<file path="config.mk">
export PLATFORM = sky130hd
export DESIGN_NAME = stripe_node_map
export DESIGN_NICKNAME = d
export VERILOG_FILES = /design/src/rtl/stripe_node_map.sv
export SDC_FILE = /design/constraint.sdc
export NUM_CORES = 1
export LEC_CHECK = 0
export BUFFER_PORTS_ARGS = -buffer_cell sky130_fd_sc_hd__buf_2
export CAP_MARGIN = 30
export CORE_ASPECT_RATIO = 0.75
export CORE_MARGIN = 10
export CORE_UTILIZATION = 60
export DETAILED_ROUTE_END_ITERATION = 6
export PLACE_DENSITY = 0.85
export SLEW_MARGIN = 20
export SYNTH_ARGS = -nofsm -noshare
export SYNTH_HDL_FRONTEND = slang
export SYNTH_SLANG_ARGS = --single-unit
</file>
<file path="constraint.sdc">
create_clock -name clk -period 4.9 [get_ports clk]
set_input_delay 0.98 -clock clk [delete_from_list [all_inputs] [get_ports clk]]
set_output_delay 0.98 -clock clk [all_outputs]
set_load 0.005 [all_outputs]
</file>
<file path="src/rtl/stripe_node_map.sv">
module stripe_node_map #(
  parameter int ADDR_W = 64,
  parameter int SEL_W  = 6,
  parameter int NODE_W = 10
) (
  input  logic                                clk,
  input  logic                                rst_n,
  input  logic [NODE_W-1:0]                   self_id,
  input  logic                                in_valid,
  input  logic [ADDR_W-1:0]                   in_addr,
  output logic                                out_valid,
  output logic [NODE_W-1:0]                   out_node,
  output logic [ADDR_W-SEL_W-NODE_W-1:0]      out_local,
  output logic                                out_is_local,
  output logic                                out_err
);
  localparam int LOW_W   = ADDR_W - SEL_W;
  localparam int LOC_W   = LOW_W - NODE_W;
  localparam int MAX_POS = LOW_W - NODE_W;

  logic [SEL_W-1:0]  pos;
  logic [LOW_W-1:0]  low;
  logic [LOW_W-1:0]  keep_mask;
  logic              bad;
  logic [NODE_W-1:0] node_n;
  logic [LOC_W-1:0]  loc_n;

  assign pos       = in_addr[ADDR_W-1 -: SEL_W];
  assign low       = in_addr[LOW_W-1:0];
  assign bad       = int'(pos) > MAX_POS;
  assign keep_mask = ~({LOW_W{1'b1}} << pos);
  assign node_n    = NODE_W'(low >> pos);
  assign loc_n     = LOC_W'((low & keep_mask) | ((low >> NODE_W) & ~keep_mask));

  always_ff @(posedge clk) begin
    if (!rst_n) begin
      out_valid    <= 1'b0;
      out_node     <= '0;
      out_local    <= '0;
      out_is_local <= 1'b0;
      out_err      <= 1'b0;
    end else begin
      out_valid <= in_valid;
      if (in_valid) begin
        out_err      <= bad;
        out_node     <= bad ? '0 : node_n;
        out_local    <= bad ? '0 : loc_n;
        out_is_local <= !bad && (node_n == self_id);
      end
    end
  end

  assert_valid_follow_R2: assert property (@(posedge clk) disable iff (!rst_n)
    in_valid |=> out_valid);
  assert_valid_idle_R2: assert property (@(posedge clk) disable iff (!rst_n)
    !in_valid |=> !out_valid);
  assert_match_R5: assert property (@(posedge clk) disable iff (!rst_n)
    out_is_local |-> (out_node == self_id && !out_err));
  assert_err_clear_R6: assert property (@(posedge clk) disable iff (!rst_n)
    out_err |-> (out_node == '0 && out_local == '0 && !out_is_local));
  assert_err_bound_R6: assert property (@(posedge clk) disable iff (!rst_n)
    in_valid |=> (out_err == (int'($past(in_addr[ADDR_W-1 -: SEL_W])) > MAX_POS)));
  assert_hold_R7: assert property (@(posedge clk) disable iff (!rst_n)
    !in_valid |=> ($stable(out_node) && $stable(out_local) && $stable(out_err)
                   && $stable(out_is_local)));
endmodule

</file>
# ---- Word-level counts from Yosys, hierarchy flattened
# Cells that the tools add are included.
dict set report totals {
  reg_bits 61
  in_bits 77
  out_inout_bits 61
  elab_cells 18
}
dict set report classes {
  magnitude_cmp 1
  n_eq_ne 1
  n_shift 2
  mux 2
  bitwise_logic 5
  n_reduce_logical 2
}
# cell n
set op_table {}
lappend op_table {{bitwise AND 48 bit} 2}
lappend op_table {{NOT 48 bit} 2}
lappend op_table {{<< shifter 58 x 6 -> 48 bit (first input constant)} 1}
lappend op_table {{right shift 58 x 6 -> 10 bit} 1}
lappend op_table {{2-to-1 mux 48 bit} 1}
lappend op_table {{bitwise OR 48 bit} 1}
lappend op_table {{== test 10 bit} 1}
lappend op_table {{2-to-1 mux 10 bit} 1}
lappend op_table {{> comparator 6 bit (second input constant)} 1}
lappend op_table {{logical AND 1 bit} 1}
lappend op_table {{logical NOT 1 bit} 1}

# ---- Depth between registers and ports, before layout
# Gate-level depths: netlist of the first run.
dict set report logic_depth {
  word_depth 6
  depth_mapped 13
  ltp_nobuf 8
}

# ---- Worst setup path after synthesis of the first run
# OpenSTA, ideal clock, no wires.
dict set report synth_path {
  path_type {input-to-reg}
  startpoint {input in_addr[59]}
  endpoint {register out_is_local}
  arrival_time_ns 3.149
  t_required_ns 4.831
  slack_ns 1.682
  cell_stages 10
  path_buffers 2
  path_cell_list {buf_2 buf_1 mux4_2 a22oi_2 o32ai_1 nor4_4 xnor2_1 a2111oi_2 nand4b_1 o21ai_1}
}
dict set report synth_via {
  elab_chain_cells 3
  word_cells_on_any_way 5
  classes_between {order compare (1); eq/ne (1); shift (1); reduce/logical (2)}
}
# item line
set synth_lines {}
lappend synth_lines {{start, declared} 10} ;# input logic [ADDR_W-1:0] in_addr,
lappend synth_lines {{right shift 58 x 6 -> 10 bit or > comparator 6 bit (tied branches)} {32, 30}}
lappend synth_lines {{== test 10 bit or logical NOT 1 bit (tied branches)} 48} ;# out_is_local <= !bad && (node_n == self_id);
lappend synth_lines {{logical AND 1 bit (*)} 48}
lappend synth_lines {{end signal, assigned} 48}
lappend synth_lines {{end, declared} 14} ;# output logic out_is_local,
# Mark *: on every way between the ends. The rest lies on a longest branch, timed or not.
# A chain may end at the register's enable or synchronous reset.

# ---- Worst setup path in the final report of the first run
dict set report layout_path {
  startpoint {input in_addr[58]}
  endpoint {register out_is_local}
}
# Same word-level chain as after synthesis.

==> results of run 1 <==
==> Yosys cell counts, types with 7 or more instances <==
| master | instances | area (um2) |
|---|---|---|
| a211oi_1 | 8 | 60.1 |
| a21oi_1 | 83 | 415 |
| a22oi_1 | 10 | 75.1 |
| and2_1 | 7 | 43.8 |
| buf_1 | 8 | 30.0 |
| buf_2 | 10 | 50.1 |
| clkbuf_1 | 38 | 143 |
| dfxtp_1 | 61 | 1220 |
| mux2_1 | 7 | 78.8 |
| mux2_2 | 8 | 90.1 |
| mux2i_1 | 79 | 791 |
| mux4_2 | 55 | 1240 |
| nand2_1 | 45 | 169 |
| nand3_1 | 18 | 90.1 |
| nor2_1 | 73 | 274 |
| nor2b_1 | 62 | 388 |
| nor3_1 | 11 | 55.1 |
| o21ai_0 | 29 | 145 |
| o22ai_1 | 8 | 50.1 |
==> how the worst max path moves through the flow <==
stage	to	depth (start not counted)
after floorplan	out_is_local	10
after global placement	out_is_local	10
after detailed placement	out_is_local	10
after CTS	out_is_local	10
after global routing	out_is_local	10
final	out_is_local	10
==> stage by stage <==
step | cells | total power [mW] | hold slack (ns) | cell area (um2)
floorplan | 716 | 0.944 | 0.466 | 6180
CTS | 950 | 1.84 | 0.489 | 7160
detailed placement | 934 | 1.16 | 0.477 | 6830
finish | 950 | 1.87 | 0.485 | 7160
global route | 950 | 1.93 | 0.513 | 7160
global placement | 934 | 1.15 | 0.458 | 6830
==> critical path, delay by kind of cell <==
| kind | cells | cell delay [ns] |
|---|---|---|
| mux | 3 | 0.98 |
| simple gates | 2 | 0.31 |
| buf+inv | 2 | 1.06 |
| compound gates | 3 | 0.78 |
==> cell type report <==
type / instances / area [um2]
fill: 752 / 2690
tap: 132 / 165
clock buffer: 10 / 239
clock inverter: 6 / 86.3
sequential: 61 / 1220
timing repair buffer: 151 / 793
inverter: 7 / 26.3
multi-input combinational: 583 / 4630
==> routing by layer <==
layer / wire length (um) / part of all wire, % / vias up
li1: - / - / 2884
met1: 9200 / 35 / 3224
met2: 10700 / 41 / 675
met3: 4810 / 18 / 161
met4: 1500 / 5.7 / 2
met5: 80 / 0.30 / -
==> where the power goes <==
group / total [mW] / internal, mW / leakage, nW / switching, mW
Combinational: 0.641 / 0.260 / 2.36 / 0.381
Sequential: 0.542 / 0.527 / 0.501 / 0.0152
Clock: 0.688 / 0.458 / 0.158 / 0.231
Total: 1.87 / 1.24 / 3.01 / 0.627
==> sequential cells by signal, summed over array words and instances, names as in the netlist <==
register	count
out_valid	1
out_node	10
out_is_local	1
out_err	1
out_local	48
==> layout by cell type, fill, tap and decap left out, types with 5 or more instances in the layout <==
| cell | synthesis | final |
|---|---|---|
| a211oi_1 | 8 | 8 |
| a21oi_1 | 83 | 83 |
| a22oi_1 | 10 | 10 |
| a31oi_1 | 6 | 6 |
| a32oi_1 | 5 | 5 |
| and2_1 | 7 | 7 |
| buf_2 | 10 | 136 |
| buf_4 | 3 | 15 |
| clkbuf_16 | 0 | 9 |
| dfxtp_1 | 61 | 61 |
| mux2_1 | 7 | 7 |
| mux2_2 | 8 | 8 |
| mux2i_1 | 79 | 79 |
| mux4_2 | 55 | 55 |
| nand2_1 | 45 | 45 |
| nand2b_1 | 6 | 6 |
| nand3_1 | 18 | 18 |
| nor2_1 | 73 | 73 |
| nor2b_1 | 62 | 62 |
| nor3_1 | 11 | 11 |
| o21ai_0 | 29 | 29 |
| o22ai_1 | 8 | 8 |
| o2bb2ai_1 | 5 | 5 |
| xnor2_1 | 6 | 6 |
==> cells by family after synthesis <==
kind of cell,Yosys count,share of synthesized area [%]
AND/OR/NAND/NOR,241,19.4
AO/OA/AOI/OAI,186,18.7
multiplexers,149,35.6
buffers and inverters,72,5.57
flip-flops,61,19.8
XOR/XNOR,7,0.992
==> impl_metrics.csv, run 1 <==
group,metric,value,unit
die,rows,31,
pwr,ir_drop,0.208,mV
final_layout,nNetsFinal,890,
timing,clock_skew,0,ns
logic_synthesis,ys_ff_latch,61,
timing,maxSlewHeadroom,31.8,%
global_route,grt_remaining_overflow,0,
detailed_routing,drt_iter0_markers,1430,
clock_tree,cts_tree,"built",
final_layout,utilization,72.7,%
final_layout,drive_gt1_share,29.7,%
status,outcome,"completed",
logic_synthesis,ys_warn_count,0,
detailed_routing,viasPerCell,7.31,
logic_synthesis,synth_ff_type,"dfxtp_1",
global_route,grt_pass1_vias,6815,
placed_design,hpwl,19300,um
die,fp.dieH,108,um
timing,slew_viol_final,0,
logic_synthesis,ys_seq_area_share,19.8,%
setup_path,reg2reg_from,"out_node[8]",
setup_path,start_kind,"input pin",
global_route,antenna_found_initial,0,
pwr,power.leakage,3.01,nW
timing,fin_ws,1.05,ns
worst_hold_path,hold_end,"out_local[16]",
placed_design,port_buffers,137,
die,die_w,137,um
setup_path,critPathSlowestCell,"buf_4",
timing,fin_setup_tns,0,ns
worst_hold_path,hold_path_startpoint,"out_local[16]",
timing,hold_viol,0,
detailed_routing,routed_wl,26200,um
die,ios,138,
global_route,grt_max_degree,63,
logic_synthesis,syn-num-nets,793,
setup_path,crit_path_start,"in_addr[58]",
placed_design,place_congestion,1.17,
logic_synthesis,synthCells,716,
detailed_routing,drc,0,
detailed_routing,wire_per_inst,27.6,um
clock_tree,clk_pin_slew,0.06,ns
logic_synthesis,synth_area_per_cell,8.63,um2
setup_path,cp-end-kind,"register",
global_route,grtUsageTotal,34.7,%
clock_tree,clock_path_buffers,2,
timing,tightest_slew,1.02,ns
setup_path,slowest_delay,0.64,ns
timing,setup_viol,0,
detailed_routing,ant_nets,0,
detailed_routing,firstDrtPassIters,7,
die,core,9850,um2
timing,rsz0062_at_grt,"false",
global_route,met1_usage,41.6,%
setup_path,r2r_slack,4.16,ns
worst_hold_path,hold_path_class,"register to register",
die,initial_utilization,62.7,%
logic_synthesis,ys_async_sr_fraction,0,%
timing,fin_crit,3.85,ns
placed_design,post-place-ws,0.750,ns
die,die_area,14800,um2
setup_path,path_max_fanout,54,
setup_path,cp.required,5.16,ns
global_route,busiest_layer,"met2",
clock_tree,cts_made_buffers,9,
clock_tree,postCtsResizedCells,0,
clock_tree,cts_sinks,61,
final_layout,antenna_cells,0,
detailed_routing,dr_total_vias,6946,
global_route,grt_util_met3,20.0,%
clock_tree,htreeDepth,3,
flow_run,maxCapViolCount,0,
clock_tree,cts-hold-fix-buffers,0,
logic_synthesis,syn_area,6180,um2
clock_tree,clockRootBuffer,"clkbuf_16",
pwr,powerDensity,261,nW/um2
setup_path,crit_chain,"buf_4, buf_4, mux2i_1, mux4_2, mux2_2, a32oi_1, nand3_1, a2111oi_2, nand4b_1, o21ai_1",
final_layout,syn_to_final_growth,15.8,%
timing,max_freq,259,MHz
clock_tree,post_cts_buffers,0,
worst_hold_path,hold_depth,1,
setup_path,path_class,"input pin to register",
global_route,grt_pass1_wl,39600,um
timing,finalCritPeriodShare,78.6,%
clock_tree,clk_latency,0.32,ns
setup_path,r2r-end,"out_node[8]",
logic_synthesis,synth_cell_types,62,
setup_path,crit_top_cell,"buf_4",
logic_synthesis,synth_edf_count,0,
global_route,grt_use_met2,48.3,%
setup_path,reg2regPathDepth,3,
setup_path,crit_arrival,4.11,ns
(Power assumes the default switching activity.)
==> inputs of run 2 (changes only) <==
- CORE_UTILIZATION: 60 -> 51
- PLACE_DENSITY: 0.85 -> 0.77
- clock period: 4.9 -> 3.4 ns (I/O delays scaled with it)
==> run 2 against run 1 <==
Worst hold slack gained 0.0059 ns. Critical path type unchanged. Critical endpoint unchanged. Register-to-register slack got worse by 1.5 ns. Flip-flop and latch count stayed put. Count of clock-buffer cells in the layout up 1. Critical path depth did not move. Via count up 1.5%. Power increased by 45%. Final cell count up 8.3%.
==> impl_metrics.csv, run 2 (synthesized netlist as in run 1, its figures left out) <==
group,metric,value,unit
status,outcome,"completed",
final_layout,nNetsFinal,940,
timing,hold_viol,0,
setup_path,crit_path_start,"in_addr[58]",
setup_path,crit_family,"compound AO/OA/AOI/OAI gates",
placed_design,place_congestion,1.10,
final_layout,finish.instance_area,7610,um2
timing,clock_skew,0,ns
detailed_routing,routed_wl,28600,um
setup_path,cp-end-kind,"register",
pwr,finalPower,2.72,mW
timing,slew_viol_final,0,
timing,fin_hold_ws,0.491,ns
detailed_routing,firstDrtPassIters,6,
global_route,grt_pass1_vias,6980,
final_layout,largest_registers,"out_local (48), out_node (10)",
pwr,powerDensity,358,nW/um2
die,fp.dieH,115,um
timing,setup_viol,0,
timing,rsz0062_at_grt,"false",
final_layout,num-fill-cells,1022,
global_route,busiest_layer,"met2",
global_route,grt_max_degree,63,
final_layout,register_area,1220,um2
detailed_routing,viasPerCell,6.85,
setup_path,r2r-end,"out_local[47]",
global_route,grt_use_met2,48.7,%
detailed_routing,drc,0,
final_layout,regMostFlops,"out_local",
setup_path,start_kind,"input pin",
die,die_area,17000,um2
timing,finalCritPeriodShare,92.7,%
die,ios,138,
die,core,11700,um2
clock_tree,clk_latency,0.33,ns
clock_tree,clockRootBuffer,"clkbuf_16",
setup_path,crit_top_cell,"buf_4",
setup_path,crit_arrival,3.42,ns
worst_hold_path,hold_end,"out_local[16]",
final_layout,utilization,64.8,%
global_route,grtUsageTotal,32.4,%
setup_path,crit_chain,"buf_4, buf_4, mux2i_1, mux4_2, mux2_2, o221ai_1, nand3_1, a2111oi_2, nand4b_1, o21ai_1",
placed_design,dpl_cell_area,7310,um2
final_layout,antenna_cells,0,
global_route,antenna_found_initial,0,
pwr,power.leakage,3.27,nW
placed_design,port_buffers,137,
final_layout,multiInputGateArea,4630,um2
clock_tree,clk_pin_slew,0.06,ns
final_layout,final_common_cell,"buf_2",
final_layout,syn_to_final_growth,23.1,%
timing,tightest_slew,0.909,ns
final_layout,final_cell_mix,"buf_2 (136), a21oi_1 (83), mux2i_1 (79)",
detailed_routing,dr_total_vias,7053,
setup_path,cp.required,3.67,ns
clock_tree,htreeDepth,3,
global_route,grt_pass1_wl,42400,um
clock_tree,cts_sinks,61,
final_layout,largest_reg_flops,48,
setup_path,path_class,"input pin to register",
detailed_routing,wire_per_inst,27.7,um
clock_tree,clock_path_buffers,2,
clock_tree,post_cts_buffers,0,
pwr,ir_drop,0.302,mV
detailed_routing,ant_nets,0,
die,die_w,147,um
die,initial_utilization,52.6,%
clock_tree,cts_tree,"built",
placed_design,hpwl,22100,um
worst_hold_path,hold_depth,1,
die,rows,34,
worst_hold_path,hold_path_class,"register to register",
timing,max_freq,317,MHz
detailed_routing,drt_iter0_markers,876,
setup_path,slowest_delay,0.50,ns
timing,fin_crit,3.15,ns
timing,fin_setup_tns,0,ns
global_route,grt_remaining_overflow,0,
setup_path,reg2regPathDepth,3,
clock_tree,postCtsResizedCells,0,
final_layout,drive_gt1_share,33.7,%
setup_path,path_max_fanout,24,
setup_path,path_buf_inv,2,
global_route,grt_util_met3,15.4,%
timing,maxSlewHeadroom,39.4,%
clock_tree,cts_made_buffers,9,
setup_path,critPathSlowestCell,"o221ai_1",
worst_hold_path,hold_path_startpoint,"out_local[16]",
clock_tree,cts-hold-fix-buffers,0,
setup_path,reg2reg_from,"out_local[47]",
setup_path,r2r_slack,2.67,ns
global_route,met1_usage,39.6,%
flow_run,maxCapViolCount,0,
==> run 2: cell count changes in the layout (fill, tap and decap cells not counted) <==
| cell | delta |
|---|---|
| buf_12 | +5 |
| clkbuf_8 | +1 |
| bufinv_16 | -1 |
| buf_4 | +45 |
| clkinv_4 | -1 |
==> run 2: area by class of cell <==
type,instances,area share [%]
Multi-Input combinational cell,583,60.8
Inverter,7,0.345
Tap cell,162,2.66
Timing Repair Buffer,201,16.2
Clock buffer,11,3.32
Sequential cell,61,16.0
Clock inverter,4,0.625
==> run 2: through the flow <==
step | std cells | setup WS (ns)
5_1_grt | 1029 | 0.0936
6_report | 1029 | 0.247
3_5_place_dp | 1014 | 0.00992
2_1_floorplan | 716 | 0.482
4_1_cts | 1029 | 0.362
3_3_place_gp | 1014 | 0.0443
==> run 2: where the power goes <==
group	internal [mW]	total [mW]	switching [mW]
combinational	0.432	1.01	0.573
sequential	0.759	0.782	0.0225
clock	0.600	0.934	0.334
==> run 2: worst max path at each step <==
stage	end	cells past startpoint	slack (ns)
2_1_floorplan	out_is_local	10	0.48
3_3_place_gp	out_is_local	9	0.04
3_5_place_dp	out_is_local	9	0.01
4_1_cts	out_is_local	9	0.36
5_1_grt	out_is_local	9	0.09
6_report	out_is_local	10	0.25
==> run 2: routing by layer <==
layer	vias up	wire length [um]
met5	-	0
met4	0	1150
met3	98	4380
met2	602	12200
met1	3365	10900
li1	2988	-
